File: src/rtl/fpis_pkg.sv
package fpis_pkg;
  localparam int UNIT_W    = 3;
  localparam int NUM_UNITS = 5;

  typedef enum logic [UNIT_W-1:0] {
    U_INT  = 3'd0,
    U_LOAD = 3'd1,
    U_FADD = 3'd2,
    U_FMUL = 3'd3,
    U_FDIV = 3'd4
  } unit_e;
endpackage

File: src/rtl/fpis_unit_busy.sv
module fpis_unit_busy #(
  parameter int II = 1
) (
  input  logic clk,
  input  logic rst_n,
  input  logic start_i,
  output logic busy_o
);
  localparam int CW = (II > 1) ? $clog2(II) : 1;

  logic [CW-1:0] cnt_q, cnt_d;
  logic          cnt_en;

  always_comb begin
    cnt_d = cnt_q;
    if (start_i)             cnt_d = CW'(II - 1);
    else if (cnt_q != '0)    cnt_d = cnt_q - 1'b1;
  end

  assign cnt_en = start_i | (cnt_q != '0);

  always_ff @(posedge clk or negedge rst_n) begin
    if (!rst_n)      cnt_q <= '0;
    else if (cnt_en) cnt_q <= cnt_d;
  end

  assign busy_o = (cnt_q != '0);
endmodule

File: src/rtl/fpis_wb_sched.sv
module fpis_wb_sched #(
  parameter int REG_W  = 5,
  parameter int UNIT_W = 3,
  parameter int DEPTH  = 26,
  parameter int K_W    = 5
) (
  input  logic              clk,
  input  logic              rst_n,
  input  logic              ins_en_i,
  input  logic [K_W-1:0]    k_i,
  input  logic [REG_W-1:0]  src1_i,
  input  logic [REG_W-1:0]  src2_i,
  input  logic [REG_W-1:0]  dst_i,
  input  logic [UNIT_W-1:0] unit_i,
  output logic              raw_hit_o,
  output logic              waw_hit_o,
  output logic              slot_taken_o,
  output logic [UNIT_W-1:0] holder_unit_o,
  output logic              wb_valid_o,
  output logic [REG_W-1:0]  wb_reg_o,
  output logic [UNIT_W-1:0] wb_unit_o
);
  // slot r holds the result that writes back r cycles from now
  logic              vld_q  [DEPTH];
  logic [REG_W-1:0]  dst_q  [DEPTH];
  logic [UNIT_W-1:0] unit_q [DEPTH];

  for (genvar r = 0; r < DEPTH; r++) begin : g_slot
    logic              up_vld;
    logic [REG_W-1:0]  up_dst;
    logic [UNIT_W-1:0] up_unit;
    logic              ins_here;
    logic              v_d, v_q, slot_en;
    logic [REG_W-1:0]  d_d, d_q;
    logic [UNIT_W-1:0] u_d, u_q;

    if (r < DEPTH - 1) begin : g_shift
      assign up_vld  = vld_q[r+1];
      assign up_dst  = dst_q[r+1];
      assign up_unit = unit_q[r+1];
    end else begin : g_end
      assign up_vld  = 1'b0;
      assign up_dst  = '0;
      assign up_unit = '0;
    end

    assign ins_here = ins_en_i && (k_i == K_W'(r + 1));
    assign v_d      = ins_here | up_vld;
    assign d_d      = ins_here ? dst_i  : up_dst;
    assign u_d      = ins_here ? unit_i : up_unit;
    assign slot_en  = ins_here | up_vld | v_q;

    always_ff @(posedge clk or negedge rst_n) begin
      if (!rst_n) begin
        v_q <= 1'b0;
        d_q <= '0;
        u_q <= '0;
      end else if (slot_en) begin
        v_q <= v_d;
        d_q <= d_d;
        u_q <= u_d;
      end
    end

    assign vld_q[r]  = v_q;
    assign dst_q[r]  = d_q;
    assign unit_q[r] = u_q;
  end

  always_comb begin
    raw_hit_o     = 1'b0;
    waw_hit_o     = 1'b0;
    slot_taken_o  = 1'b0;
    holder_unit_o = '0;
    for (int r = 1; r < DEPTH; r++) begin
      if (vld_q[r]) begin
        if (dst_q[r] == src1_i || dst_q[r] == src2_i) raw_hit_o = 1'b1;
        if (r >= int'(k_i) && dst_q[r] == dst_i)     waw_hit_o = 1'b1;
        if (r == int'(k_i)) begin
          slot_taken_o  = 1'b1;
          holder_unit_o = unit_q[r];
        end
      end
    end
  end

  assign wb_valid_o = vld_q[0];
  assign wb_reg_o   = dst_q[0];
  assign wb_unit_o  = unit_q[0];
endmodule

File: src/rtl/fp_issue_ctl.sv
module fp_issue_ctl #(
  parameter int REG_W    = 5,
  parameter int LAT_INT  = 0,
  parameter int LAT_LOAD = 1,
  parameter int LAT_FADD = 3,
  parameter int LAT_FMUL = 6,
  parameter int LAT_FDIV = 24,
  parameter int II_INT   = 1,
  parameter int II_LOAD  = 1,
  parameter int II_FADD  = 1,
  parameter int II_FMUL  = 1,
  parameter int II_FDIV  = 24
) (
  input  logic             clk,
  input  logic             rst_n,
  input  logic             id_valid_i,
  input  logic [2:0]       id_unit_i,
  input  logic [REG_W-1:0] id_src1_i,
  input  logic [REG_W-1:0] id_src2_i,
  input  logic [REG_W-1:0] id_dst_i,
  output logic             issue_o,
  output logic             stall_o,
  output logic             wb_valid_o,
  output logic [REG_W-1:0] wb_reg_o,
  output logic [2:0]       wb_unit_o
);
  import fpis_pkg::*;

  function automatic int max_lat();
    int m;
    m = LAT_INT;
    if (LAT_LOAD > m) m = LAT_LOAD;
    if (LAT_FADD > m) m = LAT_FADD;
    if (LAT_FMUL > m) m = LAT_FMUL;
    if (LAT_FDIV > m) m = LAT_FDIV;
    return m;
  endfunction

  function automatic int ii_of(int u);
    case (u)
      1:       return II_LOAD;
      2:       return II_FADD;
      3:       return II_FMUL;
      4:       return II_FDIV;
      default: return II_INT;
    endcase
  endfunction

  function automatic int lat_of(logic [UNIT_W-1:0] u);
    case (unit_e'(u))
      U_LOAD:  return LAT_LOAD;
      U_FADD:  return LAT_FADD;
      U_FMUL:  return LAT_FMUL;
      U_FDIV:  return LAT_FDIV;
      default: return LAT_INT;
    endcase
  endfunction

  localparam int DEPTH = max_lat() + 2;
  localparam int K_W   = $clog2(DEPTH + 1);

  logic [NUM_UNITS-1:0] unit_sel, unit_busy;
  logic [K_W-1:0]       wb_k;
  logic                 struct_hz, raw_hit, waw_hit, port_hz;
  logic [UNIT_W-1:0]    holder_unit;

  for (genvar u = 0; u < NUM_UNITS; u++) begin : g_unit
    assign unit_sel[u] = (id_unit_i == UNIT_W'(u));
    fpis_unit_busy #(.II(ii_of(u))) u_busy (
      .clk     (clk),
      .rst_n   (rst_n),
      .start_i (issue_o & unit_sel[u]),
      .busy_o  (unit_busy[u])
    );
  end

  assign wb_k      = K_W'(lat_of(id_unit_i) + 2);
  assign struct_hz = |(unit_busy & unit_sel);

  fpis_wb_sched #(
    .REG_W (REG_W),
    .UNIT_W(UNIT_W),
    .DEPTH (DEPTH),
    .K_W   (K_W)
  ) u_sched (
    .clk          (clk),
    .rst_n        (rst_n),
    .ins_en_i     (issue_o),
    .k_i          (wb_k),
    .src1_i       (id_src1_i),
    .src2_i       (id_src2_i),
    .dst_i        (id_dst_i),
    .unit_i       (id_unit_i),
    .raw_hit_o    (raw_hit),
    .waw_hit_o    (waw_hit),
    .slot_taken_o (port_hz),
    .holder_unit_o(holder_unit),
    .wb_valid_o   (wb_valid_o),
    .wb_reg_o     (wb_reg_o),
    .wb_unit_o    (wb_unit_o)
  );

  assign issue_o = id_valid_i & ~struct_hz & ~raw_hit & ~waw_hit & ~port_hz;
  assign stall_o = id_valid_i & ~issue_o;
endmodule

File: config.mk
export PLATFORM = sky130hd
export DESIGN_NAME = fp_issue_ctl
export DESIGN_NICKNAME = d
export VERILOG_FILES = /design/src/rtl/fpis_pkg.sv /design/src/rtl/fpis_unit_busy.sv /design/src/rtl/fpis_wb_sched.sv /design/src/rtl/fp_issue_ctl.sv
export SDC_FILE = /design/constraint.sdc
export NUM_CORES = 1
export LEC_CHECK = 0
export ABC_AREA = 0
export BUFFER_PORTS_ARGS = -buffer_cell sky130_fd_sc_hd__buf_2
export CORE_MARGIN = 2
export CORE_UTILIZATION = 50
export CTS_CLUSTER_SIZE = 12
export DETAILED_ROUTE_END_ITERATION = 12
export PLACE_DENSITY = 0.66
export SYNTH_ARGS = -nofsm -noshare
export SYNTH_HDL_FRONTEND = slang
export SYNTH_HIERARCHICAL = 1
export SYNTH_SLANG_ARGS = --single-unit
File: constraint.sdc
create_clock -name clk -period 10.5 [get_ports clk]
set_clock_uncertainty 0.15 [all_clocks]
set_input_delay 1.05 -clock clk [delete_from_list [all_inputs] [get_ports clk]]
set_output_delay 1.05 -clock clk [all_outputs]
set_load 0.01 [all_outputs]
# Word level (Yosys, flattened, before mapping)
# Cells that the tools add are included.
# W data, S select, Z words.
op_classes:
  reduce_logical: 81
  n_mux: 213
  n_bitwise: 72
  n_eq_ne: 130
  magnitude_cmp: 25
  n_addsub: 6
op_table:
  columns: ["cell", "count"]
  rows:
  - ["$eq A5 B5 Y1", 75]
  - ["$mux W1", 158]
  - ["$mux W5", 28]
  - ["$eq A5 B5 Y1 const A", 16]
  - ["$mux W3", 26]
  - ["$or A1 B1 Y1", 56]
  - ["$eq A5 B5 Y1 const B", 11]
  - ["$logic_and A1 B1 Y1", 51]
  - ["$ge A5 B5 Y1 const A", 10]
  - ["$eq A5 B4 Y1 const B", 8]
  - ["$ge A4 B5 Y1 const A", 8]
  - ["$eq A4 B5 Y1 const A", 6]
  - ["$logic_or A1 B1 Y1", 25]
  - ["$eq A5 B3 Y1 const B", 4]
  - ["$ge A3 B5 Y1 const A", 4]
  - ["$pmux W5 S4", 1]
  - ["$and A1 B1 Y1", 10]
  - ["$eq A3 B5 Y1 const A", 2]
  - ["$eq A5 B2 Y1 const B", 2]
  - ["$ge A2 B5 Y1 const A", 2]
  - ["$eq A3 B2 Y1 const B", 2]
  - ["$add A5 B3 Y5 const B", 1]
  - ["$and A5 B5 Y5", 1]
  - ["$eq A2 B5 Y1 const A", 1]
  - ["12 further kinds", 19]
word_totals:
  reg_bits: 243
  elab_cells: 610
  out_inout_bits: 11
  input_bits: 21

# Longest topological paths before layout
# Gate-level depths: netlist of run 1.
logic_depth:
  depth_word: 61
  mapped_depth: 22
  depth_no_buf: 19

# By module
# Netlist of run 1, hierarchy kept.
by_module_without_submodules:
  columns: ["module", "seq_area_each_um2", "n_inst", "cells_each", "area_per_inst_um2"]
  rows:
  - ["fpis_wb_sched", 5855.6, 1, 1885, 16736.1]
  - ["fpis_unit_busy at g_unit[4].u_busy", 125.1, 1, 25, 265.3]
  - ["fp_issue_ctl", 0.0, 1, 26, 193.9]
  - ["fpis_unit_busy at g_unit[0].u_busy ...", 0.0, 4, 2, 11.3]

# Worst setup path before layout of run 1
# OpenSTA, ideal clock, no wires.
synth_path:
  path_type: "input port to flip-flop"
  start: "in id_unit_i[0]"
  end: "reg u_sched.g_slot[1].d_q[0]"
  cell_stages: 22
  n_path_buf: 5
  setup_ps: 83
  t_required_ps: 10267
  setup_slack_ps: 5054
  t_arrival_ps: 5214
  cell_sequence: "buf_2 nand3_1 ha_1 inv_1 buf_2 buf_2 clkbuf_1 nand2_1 o211ai_1 nor4_1 nor4_1 nand4_1 or4b_4 a31oi_4 o21ai_2 inv_1 nor2b_1 nand2_1 nor3_1 buf_2 nand2_1 o21ai_0"
synth_via:
  elab_chain_len: 61
  word_cells_on_any_way: 196
  classes_between: "add/sub (1); order compare (25); eq/ne (30); mux (102); bitwise (10); reduce/logical (28)"
synth_lines:
  columns: ["item", "line", "source"]
  rows:
  - ["from (decl)", "fp_issue_ctl.sv:17", "input logic [2:0] id_unit_i,"]
  - ["$eq A3 B3 Y1 (tied with other cells)", "fp_issue_ctl.sv:50", "case (unit_e'(u))"]
  - ["$pmux W5 S4 *", "fp_issue_ctl.sv:50", null]
  - ["$add A5 B3 Y5 *", "fp_issue_ctl.sv:77", "assign wb_k = K_W'(lat_of(id_unit_i) + 2);"]
  - ["named net wb_k[3]", "fp_issue_ctl.sv:63", "logic [K_W-1:0] wb_k;"]
  - ["$ge A1 B5 Y1", "fpis_wb_sched.sv:78", "if (r >= int'(k_i) && dst_q[r] == dst_i) waw_hit_o = 1'b1;"]
  - ["$logic_and A1 B1 Y1", "fpis_wb_sched.sv:78", null]
  - ["$mux W1", "fpis_wb_sched.sv:78", null]
  - ["$mux W1", "fpis_wb_sched.sv:76", "if (vld_q[r]) begin"]
  - ["[... 46 more ...]", null, null]
  - ["$mux W1", "fpis_wb_sched.sv:78", null]
  - ["$mux W1 *", "fpis_wb_sched.sv:76", null]
  - ["named net waw_hit", "fp_issue_ctl.sv:64", "logic struct_hz, raw_hit, waw_hit, port_hz;"]
  - ["$not A1 Y1 *", "fp_issue_ctl.sv:103", "assign issue_o = id_valid_i & ~struct_hz & ~raw_hit & ~waw_hit & ~port_hz;"]
  - ["$and A1 B1 Y1 * (2 in a row)", "fp_issue_ctl.sv:103", null]
  - ["named net issue_o", "fp_issue_ctl.sv:21", "output logic issue_o,"]
  - ["$logic_and A1 B1 Y1 *", "fpis_wb_sched.sv:47", "assign ins_here = ins_en_i && (k_i == K_W'(r + 1));"]
  - ["$or A1 B1 Y1 (2 in a row)", "fpis_wb_sched.sv:51", "assign slot_en = ins_here | up_vld | v_q;"]
  - ["to (signal assigned)", "fpis_wb_sched.sv:56", "d_q <= '0;"]
  - ["to (signal assigned)", "fpis_wb_sched.sv:60", "d_q <= d_d;"]
  - ["to (decl)", "fpis_wb_sched.sv:34", "logic [REG_W-1:0] d_d, d_q;"]
# Mark *: on every way through the listed nets, which the timed path passes. The rest lies on a longest branch.
# A chain may end at the register's enable or synchronous reset.

# Worst setup path in the final report of run 1
layout_path:
  start: "in id_unit_i[1]"
  end: "reg u_sched.g_slot[9].d_q[1]"
layout_via:
  elab_chain_len: 61
  word_cells_on_any_way: 196
  classes_between: "add/sub (1); order compare (25); eq/ne (30); mux (102); bitwise (10); reduce/logical (28)"
layout_lines:
  columns: ["item", "line"]
  rows:
  - ["$eq A3 B3 Y1 (tied with other cells)", "fp_issue_ctl.sv:50"]
  - ["$pmux W5 S4 *", "fp_issue_ctl.sv:50"]
  - ["$add A5 B3 Y5 *", "fp_issue_ctl.sv:77"]
  - ["named net wb_k[1]", "fp_issue_ctl.sv:63"]
  - ["$ge A1 B5 Y1", "fpis_wb_sched.sv:78"]
  - ["$logic_and A1 B1 Y1", "fpis_wb_sched.sv:78"]
  - ["$mux W1", "fpis_wb_sched.sv:78"]
  - ["$mux W1", "fpis_wb_sched.sv:76"]
  - ["[... 45 more ...]", null]
  - ["$mux W1", "fpis_wb_sched.sv:76"]
  - ["$mux W1", "fpis_wb_sched.sv:78"]
  - ["$mux W1 *", "fpis_wb_sched.sv:76"]
  - ["named net waw_hit", "fp_issue_ctl.sv:64"]
  - ["$not A1 Y1 *", "fp_issue_ctl.sv:103"]
  - ["$and A1 B1 Y1 * (2 in a row)", "fp_issue_ctl.sv:103"]
  - ["$logic_and A1 B1 Y1 *", "fpis_wb_sched.sv:47"]
  - ["$or A1 B1 Y1 (2 in a row)", "fpis_wb_sched.sv:51"]
  - ["to (signal assigned)", "fpis_wb_sched.sv:56"]
  - ["to (signal assigned)", "fpis_wb_sched.sv:60"]
  - ["to (decl)", "fpis_wb_sched.sv:34"]
# Marked as above.

==> out/qor.txt, run 1 <==
Overall Power = 0.003825 W
Setup TNS = 0 ps
Status = complete, no violations
CP required = 10730 ps
Vias per inst = 5.827
Clock power frac = 0.277
CP endpoint kind = register
Crit path max fanout = 34
CP arrival = 7420 ps
Fin nets = 1722
Final antenna-violating net count = 0
Die Span Y = 185.3 µm
DP HPWL = 30180 µm
Detailed Route WL = 47220 µm
Max Cap Violations = 0
Post-Syn Area per Cell = 8.980 µm²
NetSw = 0.001382 W
Worst R2R End = u_sched/g_slot[8].up_dst[1]
Wirelength per Cell = 21.85 µm
First-pass GRT wire length = 73900 µm
Vias in the first global route = 12445
TritonRoute pass-1 iters = 5
Cell Area, Synth = 16440 µm²
Final non-filler cell area = 17240 µm²
Diodes inserted = 0
Post-CTS Hold Buffers = 0
Crit Path Class = primary input to register
Initial antenna violation count = 0
R2R depth = 14
Die Width = 185.3 µm
H-tree depth = 1
Final setup fails = 0
Num rows = 66
R2R setup slack = 5120 ps
Critical path launch point = id_unit_i[1]
Drt initial violations = 1143
Unrepaired setup endpoints after global routing = no
Peak Freq = 139.2 MHz
PnR worst setup slack = 3314 ps
Post-layout util = 0.5312
CP Launch Type = primary input
CTS root buf = clkbuf_16
Cts bufs inserted = 28
Syn_nets = 1854
Static leakage = 7.238 nW
Int Power = 0.002442 W
Initial Util = 0.5067
Total track usage = 0.2790
Final Hold Vio Count = 0
Worst-path clk slew = 60 ps
I/O Pins = 32
Synth warn = 6
Worst slew margin = 0.2666
Post-Syn Instances = 1831
Share of layout cells above drive strength 1 = 0.07097
Pins Over Slew Limit = 0
Worst Max-Slew Pin Slew = 1099 ps
Post-CTS sizing = 0
Area delta synth->final = 4.839%
Post-CTS setup buffer count = 0
Gpl congestion = 0.9579
RR Startpoint = u_sched/g_slot[15].up_dst[0]
Sequential Power Share = 0.430
Remaining global-route overflow = 0
Period utilization = 0.6844
Worst skew pair latency = 560 ps
Worst setup path end = u_sched/g_slot[8].up_dst[1]
Clock buffer depth = 3
Place WS = 2851 ps
Core area = 32450 µm²
Class of the worst hold path = primary input to asynchronous set/reset pin
CTS tree = done
Die area = 34350 µm²
Dpl cell area = 16240 µm²
IO Port Bufs = 31
Pwr Density = 221.9 nW/µm²
DR DRC count = 0
Sw Share = 0.3614
Vias = 12593
Maximum vdd drop = 0.1165 mV
Largest net degree at the start of global routing = 105
Num Clock Sinks = 239
Comb pwr share = 0.293
Post-layout minimum cycle time = 7186 ps
per-layer routing:
metal,vias up,global-route usage,part of all wire
li1,5889,-,-
met1,6156,0.3774,0.44
met2,444,0.4560,0.47
met3,104,0.03677,0.058
met4,0,0.1041,0.034
met5,-,0,0
critical path, cell delays in order:
cell and delay, ps:
buf_2 720, nand2_1 620, nor2_2 1010, nor2_1 200, o211ai_1 350, o21ai_0 160
nor4_1 350, nand4_1 140, or4b_4 550, a31oi_4 150, o21ai_2 90, inv_1 170
nor2b_1 380, nand2_1 310, nor2_1 890, o21ai_0 240
cell usage in the layout (no fill, tap or decap), types with 3 or more instances in the layout:
cell / count
nand2_1: 135
nor4_1: 60
dfrtp_1: 239
and3_1: 9
and2_1: 3
nand3_1: 76
inv_1: 9
or3_1: 3
xnor2_1: 128
o2111ai_1: 5
or2_2: 15
nor2b_1: 3
nand4_1: 34
xor2_1: 249
or4_1: 4
bufinv_16: 5
buf_4: 13
clkbuf_1: 4
nor3_1: 18
and4_1: 3
o21ai_0: 116
clkbuf_16: 29
and3b_1: 3
conb_1: 4
nand2b_1: 23
nor2_1: 140
clkbuf_8: 5
o21ai_1: 8
clkinv_2: 6
nor3b_1: 5
buf_2: 30
a21oi_1: 101
mux2i_1: 201
registers in the layout (all words and copies together), names as in the netlist:
register / flops
u_sched/g_slot.up_unit: 72
u_sched/wb_reg_o: 5
u_sched/wb_unit_o: 3
u_sched/g_slot.d_q: 5
u_sched/wb_valid_o: 1
g_unit.u_busy/cnt_q: 5
u_sched/g_slot.v_q: 1
u_sched/g_slot.up_dst: 120
u_sched/g_slot.u_q: 3
u_sched/g_slot.up_vld: 24
stage by stage:
| stage | instances | hold WS, ps |
|---|---|---|
| 6_report | 2161 | 369.4 |
| 2_1_floorplan | 1831 | 359.9 |
| 5_1_grt | 2161 | 441.9 |
| 4_1_cts | 2161 | 418.8 |
| 3_5_place_dp | 2111 | 409.0 |
| 3_3_place_gp | 2111 | 381.8 |
power groups by stage:
stage | logic, W | clock network, W | registers [W]
floorplan | 0.00109 | 0 | 0.00140
global placement | 0.00107 | 0 | 0.00164
detailed placement | 0.00111 | 0 | 0.00165
CTS | 0.00112 | 0.00108 | 0.00164
global route | 0.00125 | 0.00111 | 0.00168
finish | 0.00112 | 0.00106 | 0.00165
layout make-up:
type	instances	area [µm²]
Timing Repair Buffer	44	262.8
Fill cell	2948	15210
Tap cell	442	553.0
Sequential cell	239	5981
Multi-Input combinational cell	1377	9408
Clock inverter	12	191.4
Clock buffer	38	809.5
Inverter	9	33.78
worst min path at each step:
stage | end | slack [ps] | depth (start not counted)
after floorplan | u_sched/g_slot[12].up_vld | 360 | 1
after global placement | u_sched/g_slot[24].up_unit[2] | 380 | 2
after detailed placement | u_sched/g_slot[14].up_unit[2] | 410 | 2
after CTS | u_sched/g_slot[10].d_q[0] | 420 | 1
after global routing | g_unit[4].u_busy/cnt_q[4] | 440 | 1
final | u_sched/g_slot[10].d_q[4] | 370 | 1
(Power assumes the default switching activity.)
==> run 2: changes to the inputs <==
--- a/config.mk
+++ b/config.mk
@@ -5,7 +5,7 @@
 export SDC_FILE = /design/constraint.sdc
 export NUM_CORES = 1
 export LEC_CHECK = 0
-export ABC_AREA = 0
+export ABC_AREA = 1
 export BUFFER_PORTS_ARGS = -buffer_cell sky130_fd_sc_hd__buf_2
 export CORE_MARGIN = 2
 export CORE_UTILIZATION = 50
==> constraint.sdc (replaced) <==
create_clock -name clk -period 7.1 [get_ports clk]
set_clock_uncertainty 0.15 [all_clocks]
set_input_delay 0.71 -clock clk [delete_from_list [all_inputs] [get_ports clk]]
set_output_delay 0.71 -clock clk [all_outputs]
set_load 0.01 [all_outputs]
==> out/qor.txt, run 2 <==
Highest metal used = met4
Drt initial violations = 2371 (+110%)
Commonest non-fill, non-tap cell in the layout = nand2_1
Gpl congestion = 1.002 (+4.6%)
Area delta synth->final = 9.047%
Final setup fails = 0 (unchanged)
Crit path max fanout = 18 (-47%)
Post-CTS Hold Buffers = 0 (unchanged)
Syn_nets = 2201 (+19%)
CTS tree = done
Vias in the first global route = 16081 (+29%)
Cts bufs inserted = 28 (unchanged)
Clock buffer depth = 3 (unchanged)
Die Span Y = 183.8 µm (-0.83%)
Post-CTS sizing = 0 (unchanged)
Max Cap Violations = 0 (unchanged)
Worst slew margin = 0.06617 (-0.2004)
Fin nets = 2163 (+26%)
Slowest stage delay, CP = 570 ps (-440 ps)
Setup TNS = 0 ps (unchanged)
Routed length on met1 = 24510 µm (+18%)
Peak Freq = 179.5 MHz
Class of the worst hold path = primary input to asynchronous set/reset pin
Remaining global-route overflow = 0 (unchanged)
Worst Max-Slew Pin Slew = 1399 ps (+300.2 ps)
Overall Power = 0.004545 W (+19%)
Fill cells = 3038 (+3.1%)
I/O Pins = 32 (unchanged)
Cell Area, Synth = 16170 µm² (-1.7%)
Unrepaired setup endpoints after global routing = no
Post-Syn Area per Cell = 7.423 µm² (-17%)
Status = complete, no violations
Crit path cell chain = buf_2, nor2_2, nand2_1, inv_1, ha_1, inv_2, a21oi_1, nand2_1, nand4_1, nand2_1, a311oi_1, nand4_1, inv_1, nand2_1, nor2_1, nand2_2, nor2_4, nand2_4, inv_1, buf_4, nand2_1, nand3_1, o211ai_1, o21ai_0
Worst-path clk slew = 60 ps (about the same)
Total track usage = 0.3588 (+0.07972)
Max FFs per register = 120 (unchanged)
Final non-filler cell area = 17630 µm² (+2.3%)
DR DRC count = 0 (unchanged)
R2R setup slack = 2100 ps (-3020 ps)
Finished Layout Cells = 2562 (+19%)
DP HPWL = 39550 µm (+31%)
Core area = 31720 µm² (-2.3%)
Worst skew pair latency = 570 ps (about the same)
Die Width = 183.8 µm (-0.83%)
Placed insts = 2512 (+19%)
Initial antenna violation count = 0 (unchanged)
TritonRoute pass-1 iters = 8 (+3)
Post-Syn Instances = 2178 (+19%)
Vias = 17075 (+36%)
Diodes inserted = 0 (unchanged)
Maximum vdd drop = 0.2291 mV (+97%)
Largest net degree at the start of global routing = 140 (+33%)
Die area = 33790 µm² (-1.6%)
Post-CTS setup buffer count = 0 (unchanged)
Slowest stage cell, crit path = nand3_1
Share of layout cells above drive strength 1 = 0.08102 (+0.01005)
CP arrival = 5880 ps (-1540 ps)
IO Port Bufs = 31 (unchanged)
CP endpoint kind = register
First-pass GRT wire length = 93720 µm (+27%)
Pwr Density = 257.8 nW/µm² (+16%)
Commonest non-fill, non-tap cells in the layout = nand2_1 (502), inv_1 (256), dfrtp_1 (239)
Post-layout util = 0.5558 (+0.02463)
Met3 routed wirelength = 6445 µm (+140%)
Final Hold Vio Count = 0 (unchanged)
Post-layout minimum cycle time = 5572 ps
Vias per inst = 6.665 (+14%)
Detailed Route WL = 61130 µm (+29%)
Pins Over Slew Limit = 0 (unchanged)
Num rows = 65 (-1.5%)
Crit Path Class = primary input to register
Final antenna-violating net count = 0 (unchanged)
Period utilization = 0.7848
Routed wl met2 = 26720 µm (+21%)
Crit path buf inv count = 6 (+4)
CTS root buf = clkbuf_16
Crit-path most repeated cell = nand2_1
Dpl cell area = 16620 µm² (+2.4%)
CP required = 7410 ps (-3320 ps)
Synth warn = 6 (unchanged)
Crit-path leading delay family = simple AND/OR/NAND/NOR gates
Static leakage = 8.536 nW (+18%)
Initial Util = 0.5097 (+0.003034)
Wirelength per Cell = 23.86 µm (+9.2%)
H-tree depth = 1 (unchanged)
CP Launch Type = primary input
Num Clock Sinks = 239 (unchanged)
## run 2: path summary, 6_finish.rpt
path | startpoint | endpoint | depth (start not counted)
min in group clk | g_unit[4].u_busy/cnt_q[4] | g_unit[4].u_busy/cnt_q[4] | 2
min reg2reg | g_unit[4].u_busy/cnt_q[4] | g_unit[4].u_busy/cnt_q[4] | 2
min | rst_n | u_sched/wb_reg_o[0] | 1
max in group asynchronous | rst_n | u_sched/g_slot[17].up_unit[1] | 2
max | id_unit_i[1] | u_sched/g_slot[20].up_dst[0] | 24
max reg2reg | u_sched/g_slot[15].up_dst[3] | u_sched/g_slot[20].up_dst[0] | 23
## run 2: through the flow
stage / hold slack [ps] / setup slack (ps)
2_1_floorplan: 264.4 / 2521
3_3_place_gp: 304.4 / 1233
3_5_place_dp: 315.4 / 1164
4_1_cts: 71.77 / 1729
5_1_grt: 103.1 / 1108
6_report: 19.04 / 1528
## run 2: power breakdown
| part | internal, W | total [W] | switching [W] | leakage (nW) |
|---|---|---|---|---|
| combinational | 0.000392 | 0.00122 | 0.000824 | 4.77 |
| clock | 0.000965 | 0.00158 | 0.000612 | 0.496 |
| sequential | 0.00158 | 0.00175 | 0.000177 | 3.27 |
| total | 0.00293 | 0.00454 | 0.00161 | 8.54 |
## run 2: layout make-up
type,count,area [µm²],share of cell area
multi-input combinational,1515,8546,0.4847
sequential,239,5981,0.3392
inverter,273,1027,0.05827
clock buffer,38,839.6,0.04762
timing repair buffer,83,568.0,0.03222
tap,402,503.0,0.02853
clock inverter,12,165.2,0.009368
## run 2: layer usage
layer  vias up  GRT usage
li1       7586          -
met1      8118     0.4902
met2      1119     0.5481
met3       252    0.06161
met4         0     0.1834
met5         -          0
